--- src/rtl/pgs_pkg.sv ---
package pgs_pkg;

   localparam int CTL_W     = 5;
   localparam int CB_RSTN   = 0;
   localparam int CB_ISO    = 1;
   localparam int CB_SW1    = 2;
   localparam int CB_SW2    = 3;
   localparam int CB_CLKDIS = 4;

   localparam logic [CTL_W-1:0] CTL_RESET = 5'b10010;

   typedef enum logic [4:0] {
      ST_OFF    = 5'd0,
      ST_ON     = 5'd1,
      ST_ERR    = 5'd2,
      ST_U_SW1  = 5'd3,
      ST_U_SW2  = 5'd4,
      ST_U_PWT  = 5'd5,
      ST_U_CLK  = 5'd6,
      ST_U_ISO  = 5'd7,
      ST_U_RST  = 5'd8,
      ST_U_SRM  = 5'd9,
      ST_U_SWT  = 5'd10,
      ST_U_PRT  = 5'd11,
      ST_D_PRT  = 5'd12,
      ST_D_SRM  = 5'd13,
      ST_D_SWT  = 5'd14,
      ST_D_ISO  = 5'd15,
      ST_D_RST  = 5'd16,
      ST_D_CLK  = 5'd17,
      ST_D_SW1  = 5'd18,
      ST_D_SW2  = 5'd19,
      ST_D_PWT  = 5'd20
   } seq_state_t;

endpackage

--- src/rtl/pgs_sync.sv ---
module pgs_sync #(
   parameter int             W       = 1,
   parameter int             STAGES  = 2,
   parameter logic [W-1:0]   RST_VAL = '0
) (
   input  logic         clk,
   input  logic         rst_n,
   input  logic [W-1:0] d,
   output logic [W-1:0] q
);

   logic [W-1:0] stg [STAGES];

   always_ff @(posedge clk or negedge rst_n) begin
      if (!rst_n) stg[0] <= RST_VAL;
      else        stg[0] <= d;
   end

   for (genvar i = 1; i < STAGES; i++) begin : g_stage
      always_ff @(posedge clk or negedge rst_n) begin
         if (!rst_n) stg[i] <= RST_VAL;
         else        stg[i] <= stg[i-1];
      end
   end

   assign q = stg[STAGES-1];

endmodule

--- src/rtl/pgs_cnt.sv ---
module pgs_cnt #(
   parameter int W = 16
) (
   input  logic         clk,
   input  logic         rst_n,
   input  logic         clr,
   output logic [W-1:0] cnt
);

   localparam logic [W-1:0] CNT_MAX = '1;

   always_ff @(posedge clk or negedge rst_n) begin
      if (!rst_n)              cnt <= '0;
      else if (clr)            cnt <= '0;
      else if (cnt != CNT_MAX) cnt <= cnt + 1'b1;
   end

endmodule

--- src/rtl/pwr_domain_seq.sv ---
module pwr_domain_seq
   import pgs_pkg::*;
#(
   parameter int                SRAM_W        = 4,
   parameter logic [SRAM_W-1:0] PDN_MASK      = '1,
   parameter logic [SRAM_W-1:0] ACK_MASK      = '1,
   parameter int                PROT_W        = 2,
   parameter logic [PROT_W-1:0] PROT_MASK     = '1,
   parameter int                STEP_HOLD     = 1,
   parameter int                TIMEOUT_LIMIT = 1000,
   parameter int                SYNC_STAGES   = 2
) (
   input  logic              clk,
   input  logic              rst_n,
   input  logic              req_vld,
   input  logic              req_on,
   input  logic              clr_err,
   input  logic              pwr_ack_a,
   input  logic              pwr_ack_b,
   input  logic [SRAM_W-1:0] sram_ack,
   output logic [CTL_W-1:0]  ctl_o,
   output logic [SRAM_W-1:0] sram_pdn_o,
   output logic [PROT_W-1:0] bus_prot_o,
   output logic              done_o,
   output logic              busy_o,
   output logic              err_o,
   output logic [4:0]        state_o
);

   localparam int              CNT_W     = 16;
   localparam logic [CNT_W-1:0] HOLD_LAST = CNT_W'(STEP_HOLD - 1);
   localparam logic [CNT_W-1:0] TO_LAST   = CNT_W'(TIMEOUT_LIMIT - 1);
   localparam bit              HAS_ACK   = (ACK_MASK != '0);
   localparam bit              HAS_PROT  = (PROT_MASK != '0);
   localparam seq_state_t      UP_TAIL   = HAS_PROT ? ST_U_PRT : ST_ON;
   localparam seq_state_t      DN_HEAD   = HAS_PROT ? ST_D_PRT : ST_D_SRM;
   localparam seq_state_t      UP_AFTER_SRM = HAS_ACK ? ST_U_SWT : UP_TAIL;
   localparam seq_state_t      DN_AFTER_SRM = HAS_ACK ? ST_D_SWT : ST_D_ISO;

   // elaboration-time parameter checks
   if (STEP_HOLD < 1 || STEP_HOLD > 65535) begin : g_bad_hold
      $error("STEP_HOLD must lie in 1..65535");
   end
   if (TIMEOUT_LIMIT < 2 || TIMEOUT_LIMIT > 65535) begin : g_bad_timeout
      $error("TIMEOUT_LIMIT must lie in 2..65535");
   end
   if (SYNC_STAGES < 2) begin : g_bad_sync
      $error("SYNC_STAGES must be at least 2");
   end
   if (SRAM_W < 1 || PROT_W < 1) begin : g_bad_width
      $error("SRAM_W and PROT_W must be positive");
   end

   // acknowledge synchronizers
   logic [1:0]        pa_s;
   logic [SRAM_W-1:0] sa_s;

   pgs_sync #(.W(2), .STAGES(SYNC_STAGES), .RST_VAL(2'b00)) u_pwr_sync (
      .clk   (clk),
      .rst_n (rst_n),
      .d     ({pwr_ack_b, pwr_ack_a}),
      .q     (pa_s)
   );

   pgs_sync #(.W(SRAM_W), .STAGES(SYNC_STAGES), .RST_VAL('0)) u_sram_sync (
      .clk   (clk),
      .rst_n (rst_n),
      .d     (sram_ack),
      .q     (sa_s)
   );

   logic pwr_good, pwr_gone, sram_awake, sram_asleep;
   assign pwr_good    = pa_s[0] & pa_s[1];
   assign pwr_gone    = ~pa_s[0] & ~pa_s[1];
   assign sram_awake  = (sa_s & ACK_MASK) == '0;
   assign sram_asleep = (sa_s & ACK_MASK) == ACK_MASK;

   // state and step/timeout counter
   seq_state_t       st_q, st_d;
   logic [CNT_W-1:0] cnt;
   logic             st_chg, hold_ok, to_hit, idle_now, dir_up_q;

   assign st_chg = (st_d != st_q);

   pgs_cnt #(.W(CNT_W)) u_cnt (
      .clk   (clk),
      .rst_n (rst_n),
      .clr   (st_chg),
      .cnt   (cnt)
   );

   assign hold_ok  = (cnt == HOLD_LAST);
   assign to_hit   = (cnt == TO_LAST);
   assign idle_now = (st_q == ST_OFF) || (st_q == ST_ON) || (st_q == ST_ERR);

   always_comb begin
      st_d = st_q;
      case (st_q)
         ST_OFF:   if (req_vld && req_on)  st_d = ST_U_SW1;
         ST_ON:    if (req_vld && !req_on) st_d = DN_HEAD;
         ST_ERR:   if (clr_err)            st_d = dir_up_q ? ST_OFF : ST_ON;
         ST_U_SW1: if (hold_ok) st_d = ST_U_SW2;
         ST_U_SW2: if (hold_ok) st_d = ST_U_PWT;
         ST_U_PWT: begin
            if (pwr_good)    st_d = ST_U_CLK;
            else if (to_hit) st_d = ST_ERR;
         end
         ST_U_CLK: if (hold_ok) st_d = ST_U_ISO;
         ST_U_ISO: if (hold_ok) st_d = ST_U_RST;
         ST_U_RST: if (hold_ok) st_d = ST_U_SRM;
         ST_U_SRM: if (hold_ok) st_d = UP_AFTER_SRM;
         ST_U_SWT: begin
            if (sram_awake)  st_d = UP_TAIL;
            else if (to_hit) st_d = ST_ERR;
         end
         ST_U_PRT: if (hold_ok) st_d = ST_ON;
         ST_D_PRT: if (hold_ok) st_d = ST_D_SRM;
         ST_D_SRM: if (hold_ok) st_d = DN_AFTER_SRM;
         ST_D_SWT: begin
            if (sram_asleep) st_d = ST_D_ISO;
            else if (to_hit) st_d = ST_ERR;
         end
         ST_D_ISO: if (hold_ok) st_d = ST_D_RST;
         ST_D_RST: if (hold_ok) st_d = ST_D_CLK;
         ST_D_CLK: if (hold_ok) st_d = ST_D_SW1;
         ST_D_SW1: if (hold_ok) st_d = ST_D_SW2;
         ST_D_SW2: if (hold_ok) st_d = ST_D_PWT;
         ST_D_PWT: begin
            if (pwr_gone)    st_d = ST_OFF;
            else if (to_hit) st_d = ST_ERR;
         end
         default:  st_d = ST_ERR;
      endcase
   end

   // registered controls: each step state applies its change on entry
   logic [CTL_W-1:0]  ctl_q;
   logic [SRAM_W-1:0] pdn_q;
   logic [PROT_W-1:0] prot_q;
   logic              done_q;

   always_ff @(posedge clk or negedge rst_n) begin
      if (!rst_n) begin
         st_q     <= ST_OFF;
         dir_up_q <= 1'b1;
         ctl_q    <= CTL_RESET;
         pdn_q    <= PDN_MASK;
         prot_q   <= PROT_MASK;
         done_q   <= 1'b0;
      end else begin
         st_q   <= st_d;
         done_q <= !idle_now && st_chg && ((st_d == ST_ON) || (st_d == ST_OFF));
         if (st_q == ST_OFF && st_chg) dir_up_q <= 1'b1;
         if (st_q == ST_ON  && st_chg) dir_up_q <= 1'b0;
         if (st_chg) begin
            case (st_d)
               ST_U_SW1: ctl_q[CB_SW1]    <= 1'b1;
               ST_U_SW2: ctl_q[CB_SW2]    <= 1'b1;
               ST_U_CLK: ctl_q[CB_CLKDIS] <= 1'b0;
               ST_U_ISO: ctl_q[CB_ISO]    <= 1'b0;
               ST_U_RST: ctl_q[CB_RSTN]   <= 1'b1;
               ST_U_SRM: pdn_q            <= pdn_q & ~PDN_MASK;
               ST_U_PRT: prot_q           <= prot_q & ~PROT_MASK;
               ST_D_PRT: prot_q           <= prot_q | PROT_MASK;
               ST_D_SRM: pdn_q            <= pdn_q | PDN_MASK;
               ST_D_ISO: ctl_q[CB_ISO]    <= 1'b1;
               ST_D_RST: ctl_q[CB_RSTN]   <= 1'b0;
               ST_D_CLK: ctl_q[CB_CLKDIS] <= 1'b1;
               ST_D_SW1: ctl_q[CB_SW1]    <= 1'b0;
               ST_D_SW2: ctl_q[CB_SW2]    <= 1'b0;
               default:  ;
            endcase
         end
      end
   end

   assign ctl_o      = ctl_q;
   assign sram_pdn_o = pdn_q;
   assign bus_prot_o = prot_q;
   assign done_o     = done_q;
   assign busy_o     = !idle_now;
   assign err_o      = (st_q == ST_ERR);
   assign state_o    = st_q;

endmodule

--- config.mk ---
export PLATFORM = sky130hd
export DESIGN_NAME = pwr_domain_seq
export DESIGN_NICKNAME = d
export VERILOG_FILES = /design/src/rtl/pgs_pkg.sv /design/src/rtl/pgs_sync.sv /design/src/rtl/pgs_cnt.sv /design/src/rtl/pwr_domain_seq.sv
export SDC_FILE = /design/constraint.sdc
export NUM_CORES = 1
export LEC_CHECK = 0
export ABC_AREA = 0
export BUFFER_PORTS_ARGS = -buffer_cell sky130_fd_sc_hd__buf_2
export CAP_MARGIN = 0
export CELL_PAD_IN_SITES_DETAIL_PLACEMENT = 0
export CELL_PAD_IN_SITES_GLOBAL_PLACEMENT = 1
export CORE_MARGIN = 5
export CORE_UTILIZATION = 40
export DETAILED_ROUTE_END_ITERATION = 8
export PLACE_DENSITY_LB_ADDON = 0.1
export SYNTH_ARGS = -nofsm -noshare
export SYNTH_HDL_FRONTEND = slang
export SYNTH_SLANG_ARGS = --single-unit
--- constraint.sdc ---
create_clock -name clk -period 2.95 [get_ports clk]
set_clock_uncertainty 0.2 [all_clocks]
set_input_delay 0.59 -clock clk [delete_from_list [all_inputs] [get_ports clk]]
set_output_delay 0.59 -clock clk [all_outputs]
set_load 0.01 [all_outputs]
======== Word level (Yosys, flattened, before mapping) ========
Index checks and enable logic that the tools add are counted.
cells by class
  reduce and logical (&&, ||, !) cells .... 31
  equality and inequality tests ........... 39
  add/subtract/negate cells ............... 1
  bitwise gates (word level) .............. 4
  mux-type cells .......................... 35
operators by type and width
  cell                   number
  $mux 5                 22
  $pmux 5 s21            1
  $eq 5x4->1 const B     14
  $eq 5x5->1 const B     9
  $eq 5x3->1 const B     7
  $mux 16                2
  $reduce_bool 2->1      9
  $add 16x1->16 const B  1
  $eq 16x10->1 const B   1
  $logic_not 16->1       1
  $ne 16x16->1 const B   1
  $eq 5x2->1 const B     3
  $reduce_and 2->1       7
  $eq 5x1->1 const B     2
  $logic_not 5->1        2
  $pmux 1 s2             5
  $pmux 4 s2             1
  $logic_and 1x1->1      6
  $ne 5x5->1             1
  $eq 4x4->1 const B     1
  $logic_not 4->1        1
  $pmux 2 s2             1
  $logic_or 1x1->1       3
  $mux 1                 3
  3 further kinds        6
word-level totals
  input bits .............................. 11
  word-level logic and storage cells ...... 125
  register bits ........................... 46
  output and inout port bits .............. 19

======== Longest topological paths before layout ========
Gate-level depths: netlist of the first run.
  depth after elaboration ................. 8
  depth in mapped cells ................... 12
  mapped depth without buffers ............ 10

======== By module ========
Synthesis of the first run repeated with hierarchy kept, for this count alone.
second synthesis, totals
  cell total of the unflattened synthesis .. 291
  area total of the unflattened synthesis .. 2711.4 µm²
by module, submodules not included
  module                   times used  cells an instance  sequential area each (µm²)  area each (µm²)
  pwr_domain_seq           1           176                356.6                       1453.9
  pgs_cnt                  1           97                 400.4                       912.1
  pgs_sync at u_sram_sync  1           12                 200.2                       230.2
  pgs_sync at u_pwr_sync   1           6                  100.1                       115.1

======== Least setup slack after synthesis of the first run ========
No wires, ideal clock.
  path type ............................... register to register
  start point ............................. register u_cnt.cnt[12]
  end point ............................... register pdn_q[2] (netlist: sram_pdn_o[2])
  required time ........................... 2.665 ns
  arrival ................................. 2.851 ns
  clock period less this slack ............ 3.136 ns
  slack ................................... -0.186 ns
  path buffers ............................ 1
  setup time .............................. 0.085 ns
  stages on the path, launching flop included .. 9
  cells stage by stage .................... dfrtp_1 > or4_1 > or4_1 > buf_2 > a22oi_1 > o22ai_1 > o211a_2 > a2111oi_4 > mux2_1
between the ends
  longest elaborated chain between the ends .. 7
  elaborated cells between the ends (all ways) .. 28
  classes of those cells .................. eq/ne: 4; mux: 21; reduce/logical: 3
RTL lines
  element                             RTL line               RTL
  start: declaration                  pgs_cnt.sv:7           output logic [W-1:0] cnt
  start signal: assignment            pgs_cnt.sv:15          else if (cnt != CNT_MAX) cnt <= cnt + 1'b1;
  $eq 16x10->1                        pwr_domain_seq.sv:93   assign to_hit = (cnt == TO_LAST);
  $mux 5                              --
  $mux 5, on equally long branches    --
  $pmux 5 s21 *                       pwr_domain_seq.sv:98   case (st_q)
  $eq 5x4->1                          pwr_domain_seq.sv:156  case (st_d)
  $reduce_bool 2->1 (no source line)  --
  $reduce_and 2->1 (no source line)   --
  end signal: assignment              pwr_domain_seq.sv:162  ST_U_SRM: pdn_q <= pdn_q & ~PDN_MASK;
  end signal: assignment              pwr_domain_seq.sv:165  ST_D_SRM: pdn_q <= pdn_q | PDN_MASK;
  end: declaration                    pwr_domain_seq.sv:138  logic [SRAM_W-1:0] pdn_q;
Every way passes the cells marked *; elsewhere a longest branch is shown, timed or not.
A chain may end at the register's enable or synchronous reset.

======== Final worst setup path of the first run ========
  start point ............................. register u_cnt.cnt[14]
  end point ............................... register pdn_q[2] (netlist: sram_pdn_o[2])
The elaborated chain is that of the path after synthesis.

==> results.py, run 1 <==
metrics = {
    "synthesis": {
        "yosysSeqAreaShare_pct": 44.7,
        "synth_area_leader_cell": "dfrtp_1",
        "synth_warnings": 0,
        "synthMuxAreaShare_pct": 1.43,
        "synth-edff-count": 0,
        "synth-simple-area-share_pct": 24.8,
        "synth.avg_cell_area_sq_um": 9.31,
        "yosys.area.top_type_share_pct": 39.2,
        "synth_top_family_by_area": "simple AND/OR/NAND/NOR gates",
        "synth_area_sq_um": 2360,
        "synth.ff_latch_count": 42,
        "async_flop_share_pct": 100,
        "ys_types": 60,
        "synth_compound_area_share_pct": 17.4,
        "synthXorXnorAreaFrac_pct": 4.45,
        "synth_nets": 267,
        "synth_common_cells": "dfrtp_1, nor2_1, nand2_1, inv_1, a21oi_1",
        "synth.area.top_cells": "dfrtp_1, dfstp_2, nor2_1",
        "synthCells": 254,
        "synth.most_common_cell": "dfrtp_1",
        "synthAdderAreaFrac_pct": 1.06,
        "synth_flop_cell": "dfrtp_1",
    },
    "route": {
        "avgViaCountPerCell": 5.46,
        "dr_total_vias": 2201,
        "post_drt_wl_per_cell_um": 16.5,
        "dr.pass1.iters": 5,
        "wl_um": 6650,
        "drcViolationCount": 0,
        "drtAntennaViolNets": 0,
        "drtIter0Drc": 148,
    },
    "placement": {
        "gp_congestion": 0.897,
        "port_buffers": 29,
        "hpwl_um": 4600,
    },
    "cells_and_area": {
        "final_layout_size_suffix_gt1_share_pct": 41.5,
        "antennaDiodeCount": 0,
        "fin_nets": 340,
        "final_core_util_pct": 56.3,
        "syn2layout_area_growth_pct": 38.6,
    },
    "cts": {
        "clk_latency_ps": 310,
        "clk_pin_slew_ps": 100,
        "cts.sink_count": 42,
        "cts_tree": "yes",
        "h-tree-depth": 2,
        "cts-root-buf": "clkbuf_8",
        "clock_path_buffers": 2,
        "numCtsBuffers": 5,
    },
    "grt": {
        "grt_pass1_wl_um": 10800,
        "antenna_found_initial": 0,
        "grtUsageTotal_pct": 18.3,
        "grt_pass1_vias": 2163,
        "grt_max_degree": 25,
        "overflow": 0,
    },
    "worst_setup_path": {
        "path_max_fanout": 6,
        "cpMaxStageDelayCell": "or4_4",
        "worstSetupPathType": "reg -> reg",
        "crit_chain": "or4_4 -> or4_4 -> a211o_1 -> a21o_1 -> and3b_2 -> a2111oi_4 -> mux2_1",
        "cp-start-kind": "flop",
        "worstPathRequired_ps": 2980,
        "worstPathArrival_ps": 3140,
        "end_kind": "flop",
        "cp_common_cell": "or4_4",
        "slowest_delay_ps": 610,
    },
    "sta": {
        "finalCritPeriodShare_pct": 105,
        "period_minus_slack_ps": 3110,
        "setup_ws_ps": -159,
        "setup_violations": 20,
        "whs_ps": 11.2,
        "finalMaxSlewViolations": 0,
        "worst_pin_slew_ps": 524,
        "slew_headroom_pct": 65.0,
        "max_freq_mhz": 322,
        "rsz0062_at_grt": "true",
        "hold_viol": 0,
    },
    "die": {
        "io-pin-count": 30,
        "dieArea_sq_um": 7550,
        "fp.dieH_um": 86.9,
        "row_count": 28,
        "coreArea_sq_um": 5820,
        "start_util_pct": 40.6,
        "die_w_um": 86.9,
    },
    "pwr": {
        "powerDensity_nw_per_um2": 982,
        "peakVddDrop_mv": 0.475,
        "p_leak_nw": 1.45,
    },
    "run_status": {
        "outcome": "finished with violations",
        "violations": "negative setup slack",
    },
    "job": {
        "drv_cap": 0,
    },
    "min_path": {
        "hold_path_class": "in -> async",
    },
}
==> critical path, delay by kind of cell (launching register included) <==
kind | cells | cell delay [ps]
simple gates | 3 | 1430
mux | 1 | 350
compound gates | 3 | 670
flops | 1 | 390
==> layer usage <==
metal  GRT usage [%]  part of all wire, %  wire length, um  vias up
met5               0                    0                0        -
met4            5.95                  1.8              121        0
met3            3.78                  4.7              312       12
met2            28.5                   47             3100       60
met1            25.5                   47             3120     1077
li1                -                    -                -     1052
==> cell type report <==
| type | count | area, sq um |
|---|---|---|
| timing repair buffer | 82 | 592 |
| clock buffer | 5 | 68.8 |
| tap | 75 | 93.8 |
| inverter | 15 | 56.3 |
| multi-input combinational | 181 | 1380 |
| sequential | 42 | 1060 |
| fill | 551 | 2540 |
| clock inverter | 3 | 26.3 |
==> cells by family (layout without fill, tap and decap cells) <==
logic type,count (synthesis),in the layout
AOI/OAI and AO/OA,52,53
xor gates and xnor gates,12,12
adders and majority gates,2,2
buffers and inverters,32,105
DFF,42,42
muxes,3,3
and+or+nand+nor,111,111
==> flip-flops by register name, summed over array words and instances (netlist names) <==
signal	flops
done_o	1
dir_up_q	1
sram_pdn_o	1
bus_prot_o	1
u_pwr_sync.stg	2
u_sram_sync.q	4
state_o	5
u_pwr_sync.q	2
u_cnt.cnt	16
ctl_o	5
u_sram_sync.stg	4
==> repair_timing <==
item,CTS,global route
cloned,1,0
setup buffers,7,4
setup endpoints to repair,22,21
gates resized for setup,29,19
pin swaps,8,14
hold buffers,0,0
==> report_power, final <==
part | internal, W | switching (W) | total [W]
sequential | 0.000686 | 0.0000666 | 0.000752
clock | 0.000176 | 0.000241 | 0.000417
combinational | 0.000941 | 0.00111 | 0.00205
==> metrics by stage <==
stage	setup TNS (ps)	total power, W	setup WS, ps	cell area (sq um)	std cells
floorplan	-325	0.00165	-113	2370	254
global placement	-6530	0.00219	-414	2850	384
detailed placement	-6970	0.00218	-447	2850	384
CTS	-1050	0.00302	-136	3160	400
global route	-3460	0.00340	-219	3280	403
finish	-1780	0.00322	-159	3280	403
==> final timing paths <==
| kind | startpoint | endpoint | slack (ps) | cells past startpoint |
|---|---|---|---|---|
| hold / removal | rst_n | state_o[3]$_DFF_PN0_ | 10 | 1 |
| max in group asynchronous | rst_n | ctl_o[1]$_DFFE_PN1P_ | 1800 | 2 |
| setup reg to reg | u_cnt.cnt[14]$_DFFE_PN0P_ | sram_pdn_o[2]$_DFFE_PN1P_ | -160 | 7 |
| hold reg to reg | u_sram_sync.stg[7]$_DFF_PN0_ | u_sram_sync.q[3]$_DFF_PN0_ | 150 | 0 |
| min in group clk | u_sram_sync.stg[7]$_DFF_PN0_ | u_sram_sync.q[3]$_DFF_PN0_ | 150 | 0 |
| setup / recovery | u_cnt.cnt[14]$_DFFE_PN0P_ | sram_pdn_o[2]$_DFFE_PN1P_ | -160 | 7 |
==> cell usage in the layout, fill, tap and decap left out, drive strengths merged, types with 4 or more instances in the layout <==
master	n
nand3	9
clkbuf	5
xor2	6
nand4	5
a21oi	14
nand2	17
nor2	32
inv	18
xnor2	6
nor3	10
nor4	4
o21ai	12
and3	6
a211oi	4
dfstp	5
dfrtp	37
buf	82
nor2b	4
(Power assumes the default switching activity.)
==> run 2: changes to the inputs <==
--- a/config.mk
+++ b/config.mk
@@ -14,6 +14,7 @@
 export CORE_UTILIZATION = 40
 export DETAILED_ROUTE_END_ITERATION = 8
 export PLACE_DENSITY_LB_ADDON = 0.1
+export SKIP_CTS_REPAIR_TIMING = 1
 export SYNTH_ARGS = -nofsm -noshare
 export SYNTH_HDL_FRONTEND = slang
 export SYNTH_SLANG_ARGS = --single-unit
==> constraint.sdc (replaced) <==
create_clock -name clk -period 2.8 [get_ports clk]
set_clock_uncertainty 0.2 [all_clocks]
set_input_delay 0.56 -clock clk [delete_from_list [all_inputs] [get_ports clk]]
set_output_delay 0.56 -clock clk [all_outputs]
set_load 0.01 [all_outputs]
==> run 2 against run 1 <==
Against the previous run: the flow still finishes with violations (negative setup slack); global-route usage down 0.53 points; register-to-register slack worse by 250 ps; sequential share of layout area up 1.3 points; total power down 4.6%; clock-buffer cell count unchanged; maximum frequency down 3.2%; core utilization down 2.2 points; clock power up 4%; die area unchanged; critical path type unchanged.
==> results.py, run 2 (synthesized netlist as in run 1, its figures left out) <==
metrics = {
    "sta": {
        "tns_ps": -6190,
        "finalMaxSlewViolations": 0,
        "hold_viol": 0,
        "max_freq_mhz": 311,
        "rsz0062_at_grt": "true",
        "setup_ws_ps": -411,
        "period_minus_slack_ps": 3210,
        "whs_ps": 51.2,
        "setup_violations": 22,
        "slew_headroom_pct": 58.5,
        "worst_pin_slew_ps": 622,
        "finalCritPeriodShare_pct": 115,
    },
    "cells_and_area": {
        "antennaDiodeCount": 0,
        "fill_cells": 544,
        "fin_nets": 339,
        "register_area_sq_um": 1060,
        "final_layout_size_suffix_gt1_share_pct": 37.6,
        "top_register": "u_cnt.cnt",
        "multi_input_area_sq_um": 1240,
        "final_cell_mix": "buf_4, dfrtp_1, nor2_1",
        "final_common_cell": "buf_4",
        "design_area_sq_um": 3150,
        "syn2layout_area_growth_pct": 33.2,
        "final_core_util_pct": 54.2,
        "largest_reg_flops": 16,
    },
    "cts": {
        "clk_pin_slew_ps": 100,
        "cts.sink_count": 42,
        "cts-root-buf": "clkbuf_8",
        "clk_latency_ps": 310,
        "h-tree-depth": 2,
        "clock_path_buffers": 2,
        "numCtsBuffers": 5,
        "cts_tree": "yes",
    },
    "die": {
        "die_w_um": 86.9,
        "fp.dieH_um": 86.9,
        "row_count": 28,
        "start_util_pct": 40.6,
        "io-pin-count": 30,
        "dieArea_sq_um": 7550,
        "coreArea_sq_um": 5820,
    },
    "worst_setup_path": {
        "worstPathRequired_ps": 2840,
        "worstPathArrival_ps": 3250,
        "worstRegToRegCells": 7,
        "worstSetupPathType": "reg -> reg",
        "path_max_fanout": 6,
        "reg2reg_from": "u_cnt.cnt[14]$_DFFE_PN0P_",
        "rrSetupSlack_ps": -410,
        "end_kind": "flop",
        "cp-start-kind": "flop",
        "startpoint": "u_cnt.cnt[14]$_DFFE_PN0P_",
        "r2r-end": "sram_pdn_o[2]$_DFFE_PN1P_",
    },
    "placement": {
        "hpwl_um": 4540,
        "dpl_cell_area_sq_um": 2890,
        "gp_congestion": 0.911,
        "port_buffers": 29,
        "pre_cts_ws_ps": -523,
    },
    "route": {
        "wl_um": 6240,
        "drcViolationCount": 0,
        "avgViaCountPerCell": 5.34,
        "dr_total_vias": 2147,
        "dr.pass1.iters": 4,
        "drtIter0Drc": 163,
        "drtAntennaViolNets": 0,
        "post_drt_wl_per_cell_um": 15.5,
    },
    "pwr": {
        "peakVddDrop_mv": 0.531,
        "powerDensity_nw_per_um2": 974,
        "p_leak_nw": 1.43,
    },
    "job": {
        "drv_cap": 0,
    },
    "grt": {
        "overflow": 0,
        "grt_pass1_wl_um": 10500,
        "grt_max_degree": 30,
        "grtUsageTotal_pct": 17.8,
        "antenna_found_initial": 0,
        "grt_pass1_vias": 2093,
    },
    "run_status": {
        "violations": "negative setup slack",
        "outcome": "finished with violations",
    },
    "min_path": {
        "hold_path_class": "in -> async",
    },
}
==> run 2: metal layers <==
metal / GRT usage, % / share of wire (%) / vias up
met5: 0 / 0 / -
met4: 5.67 / 1.4 / 0
met3: 3.97 / 5.7 / 9
met2: 25.9 / 45 / 59
met1: 26.1 / 48 / 1029
li1: - / - / 1050
==> run 2: worst max path at each step <==
| stage | end | slack, ps |
|---|---|---|
| floorplan | sram_pdn_o[2]$_DFFE_PN1P_ | -260 |
| global placement | sram_pdn_o[2]$_DFFE_PN1P_ | -520 |
| detailed placement | sram_pdn_o[2]$_DFFE_PN1P_ | -520 |
| CTS | sram_pdn_o[2]$_DFFE_PN1P_ | -540 |
| global route | sram_pdn_o[2]$_DFFE_PN1P_ | -480 |
| finish | sram_pdn_o[2]$_DFFE_PN1P_ | -410 |
==> run 2: layout make-up <==
class                           count  area share, %
Inverter                           15           1.79
Sequential cell                    42           33.6
Clock buffer                        5           2.19
Tap cell                           75           2.98
Timing Repair Buffer               82           19.1
Multi-Input combinational cell    180           39.5
Clock inverter                      3          0.834
==> run 2: critical path, stage by stage (launching register included) <==
cell and delay [ps]:
dfrtp_1 390, or4_4 540, or4_4 610, a22oi_1 240, o22ai_2 140, o211a_2 300
a2111oi_4 400, mux2_4 330
==> run 2: through the flow <==
stage                     total power [W]  instances
after floorplan                   0.00175        254
after global placement            0.00238        389
after detailed placement          0.00236        389
after CTS                         0.00281        397
after global routing              0.00327        402
final                             0.00307        402
==> run 2: report_power, final <==
part	switching, W	internal (W)	leakage, nW
Clock	0.000247	0.000185	0.0495
Combinational	0.000963	0.000876	0.861
Sequential	0.0000751	0.000722	0.520
Total	0.00128	0.00178	1.43
==> run 3: changes to the inputs <==
--- a/config.mk
+++ b/config.mk
@@ -6,6 +6,7 @@
 export NUM_CORES = 1
 export LEC_CHECK = 0
 export ABC_AREA = 0
+export ABC_CLOCK_PERIOD_IN_PS = 2800
 export BUFFER_PORTS_ARGS = -buffer_cell sky130_fd_sc_hd__buf_2
 export CAP_MARGIN = 0
 export CELL_PAD_IN_SITES_DETAIL_PLACEMENT = 0
@@ -13,6 +14,7 @@
 export CORE_MARGIN = 5
 export CORE_UTILIZATION = 40
 export DETAILED_ROUTE_END_ITERATION = 8
+export MAX_ROUTING_LAYER = met4
 export PLACE_DENSITY_LB_ADDON = 0.1
 export SKIP_CTS_REPAIR_TIMING = 1
 export SYNTH_ARGS = -nofsm -noshare
==> run 3 against run 2 <==
Against the previous run: the flow still finishes with violations (negative setup slack); highest routed layer unchanged; clock-buffer cell count is the same; clock power is essentially flat; via count shrank 0.70%; global-route usage grew 0.52 points; critical endpoint unchanged; first-iteration DRC count shrank 2.5%; sequential share of layout area is the same; cell count is the same.
==> results.py, run 3 (synthesized netlist as in run 1, its figures left out) <==
metrics = {
    "grt": {
        "grtUsageTotal_pct": 18.3,
        "overflow": 0,
        "grt_pass1_vias": 2095,
        "grt_pass1_wl_um": 10500,
        "grt_max_degree": 30,
        "grt-busiest-layer": "met1",
        "grt_use_met1_pct": 26.1,
        "use_met2_pct": 25.9,
        "antenna_found_initial": 0,
        "global_route.usage.met3_pct": 3.88,
    },
    "job": {
        "drv_cap": 0,
    },
    "die": {
        "fp.dieH_um": 86.9,
        "row_count": 28,
        "start_util_pct": 40.6,
        "coreArea_sq_um": 5820,
        "io-pin-count": 30,
        "die_w_um": 86.9,
        "dieArea_sq_um": 7550,
    },
    "route": {
        "avgViaCountPerCell": 5.30,
        "post_drt_wl_per_cell_um": 15.5,
        "drtIter0Drc": 159,
        "dr_total_vias": 2132,
        "drcViolationCount": 0,
        "wl_um": 6230,
        "drtAntennaViolNets": 0,
        "dr.pass1.iters": 4,
    },
    "cts": {
        "clk_latency_ps": 310,
        "cts-root-buf": "clkbuf_8",
        "h-tree-depth": 2,
        "clk_pin_slew_ps": 100,
        "cts_tree": "yes",
        "numCtsBuffers": 5,
        "cts.sink_count": 42,
        "clock_path_buffers": 2,
    },
    "sta": {
        "rsz0062_at_grt": "true",
        "period_minus_slack_ps": 3210,
        "max_freq_mhz": 311,
        "slew_headroom_pct": 58.4,
        "finalCritPeriodShare_pct": 115,
        "worst_pin_slew_ps": 624,
        "setup_violations": 22,
        "hold_viol": 0,
        "setup_ws_ps": -412,
        "finalMaxSlewViolations": 0,
    },
    "pwr": {
        "powerDensity_nw_per_um2": 974,
        "p_leak_nw": 1.43,
        "clock_power_share_pct": 14.0,
        "p_sw_w": 0.00128,
        "swShare_pct": 41.9,
        "seq_power_share_pct": 26.0,
        "peakVddDrop_mv": 0.532,
        "pwr-share-comb_pct": 60.0,
        "intPower_w": 0.00178,
    },
    "worst_setup_path": {
        "path_max_fanout": 6,
        "r2r-end": "sram_pdn_o[2]$_DFFE_PN1P_",
        "cp-start-kind": "flop",
        "worstRegToRegCells": 7,
        "reg2reg_from": "u_cnt.cnt[14]$_DFFE_PN0P_",
        "end_kind": "flop",
        "rrSetupSlack_ps": -410,
        "worstPathRequired_ps": 2840,
        "worstPathArrival_ps": 3260,
        "worstSetupPathType": "reg -> reg",
    },
    "cells_and_area": {
        "fill_cells": 544,
        "final_common_cell": "buf_4",
        "final_layout_size_suffix_gt1_share_pct": 37.6,
        "final_cells": 402,
        "final_cell_mix": "buf_4, dfrtp_1, nor2_1",
        "largest_reg_flops": 16,
        "antennaDiodeCount": 0,
        "top_register": "u_cnt.cnt",
        "fin_nets": 339,
        "multi_input_area_sq_um": 1240,
        "register_area_sq_um": 1060,
        "syn2layout_area_growth_pct": 33.2,
    },
    "placement": {
        "gp_congestion": 0.927,
        "hpwl_um": 4540,
        "place_inst": 389,
        "pre_cts_ws_ps": -523,
        "port_buffers": 29,
    },
    "run_status": {
        "violations": "negative setup slack",
        "outcome": "finished with violations",
    },
    "min_path": {
        "hold_path_class": "in -> async",
    },
}
## run 3: cell counts in the layout (fill, tap and decap cells not counted)
No cell type changed its count.
## run 3: critical path, stage by stage (launching register included)
cell	delay, ps
dfrtp_1	390
or4_4	540
or4_4	610
a22oi_1	250
o22ai_2	140
o211a_2	300
a2111oi_4	400
mux2_4	330
## run 3: power by group through the flow
stage / combinational, W / sequential [W] / clock (W)
finish: 0.00184 / 0.000797 / 0.000430
global route: 0.00198 / 0.000812 / 0.000478
CTS: 0.00157 / 0.000795 / 0.000448
detailed placement: 0.00156 / 0.000807 / 0
global placement: 0.00157 / 0.000809 / 0
floorplan: 0.000924 / 0.000822 / 0
## run 3: layout make-up
cell class | count | area share (%)
timing repair buffer | 82 | 19.1
multi-input combinational | 180 | 39.5
clock buffer | 5 | 2.19
clock inverter | 3 | 0.834
sequential | 42 | 33.6
tap | 75 | 2.98
inverter | 15 | 1.79
## run 3: worst max-delay path by stage
stage	cells after the start	start	endpoint
global route	7	u_cnt.cnt[14]$_DFFE_PN0P_	sram_pdn_o[2]$_DFFE_PN1P_
global placement	10	u_cnt.cnt[1]$_DFFE_PN0P_	sram_pdn_o[2]$_DFFE_PN1P_
floorplan	11	u_cnt.cnt[0]$_DFFE_PN0P_	sram_pdn_o[2]$_DFFE_PN1P_
detailed placement	10	u_cnt.cnt[1]$_DFFE_PN0P_	sram_pdn_o[2]$_DFFE_PN1P_
CTS	10	u_cnt.cnt[1]$_DFFE_PN0P_	sram_pdn_o[2]$_DFFE_PN1P_
finish	7	u_cnt.cnt[14]$_DFFE_PN0P_	sram_pdn_o[2]$_DFFE_PN1P_
## run 3: routing by layer
metal,vias to the layer above,part of all wire [%],routed length [um]
met4,0,1.5,96
met2,56,45,2800
met1,1017,48,3000
met3,10,5.5,340
met5,-,0,0
li1,1049,-,-
## run 3: through the flow
step | instance area, sq um | TNS [ps] | total power (W) | hold WS (ps) | util [%]
4_1_cts | 2990 | -8670 | 0.00281 | 76.9 | 51.4
5_1_grt | 3150 | -8340 | 0.00327 | 109 | 54.2
6_report | 3150 | -6270 | 0.00307 | 52.6 | 54.2
3_5_place_dp | 2890 | -8460 | 0.00236 | 135 | 49.7
3_3_place_gp | 2890 | -8100 | 0.00238 | 131 | 49.7
2_1_floorplan | 2380 | -2540 | 0.00175 | 64.4 | -
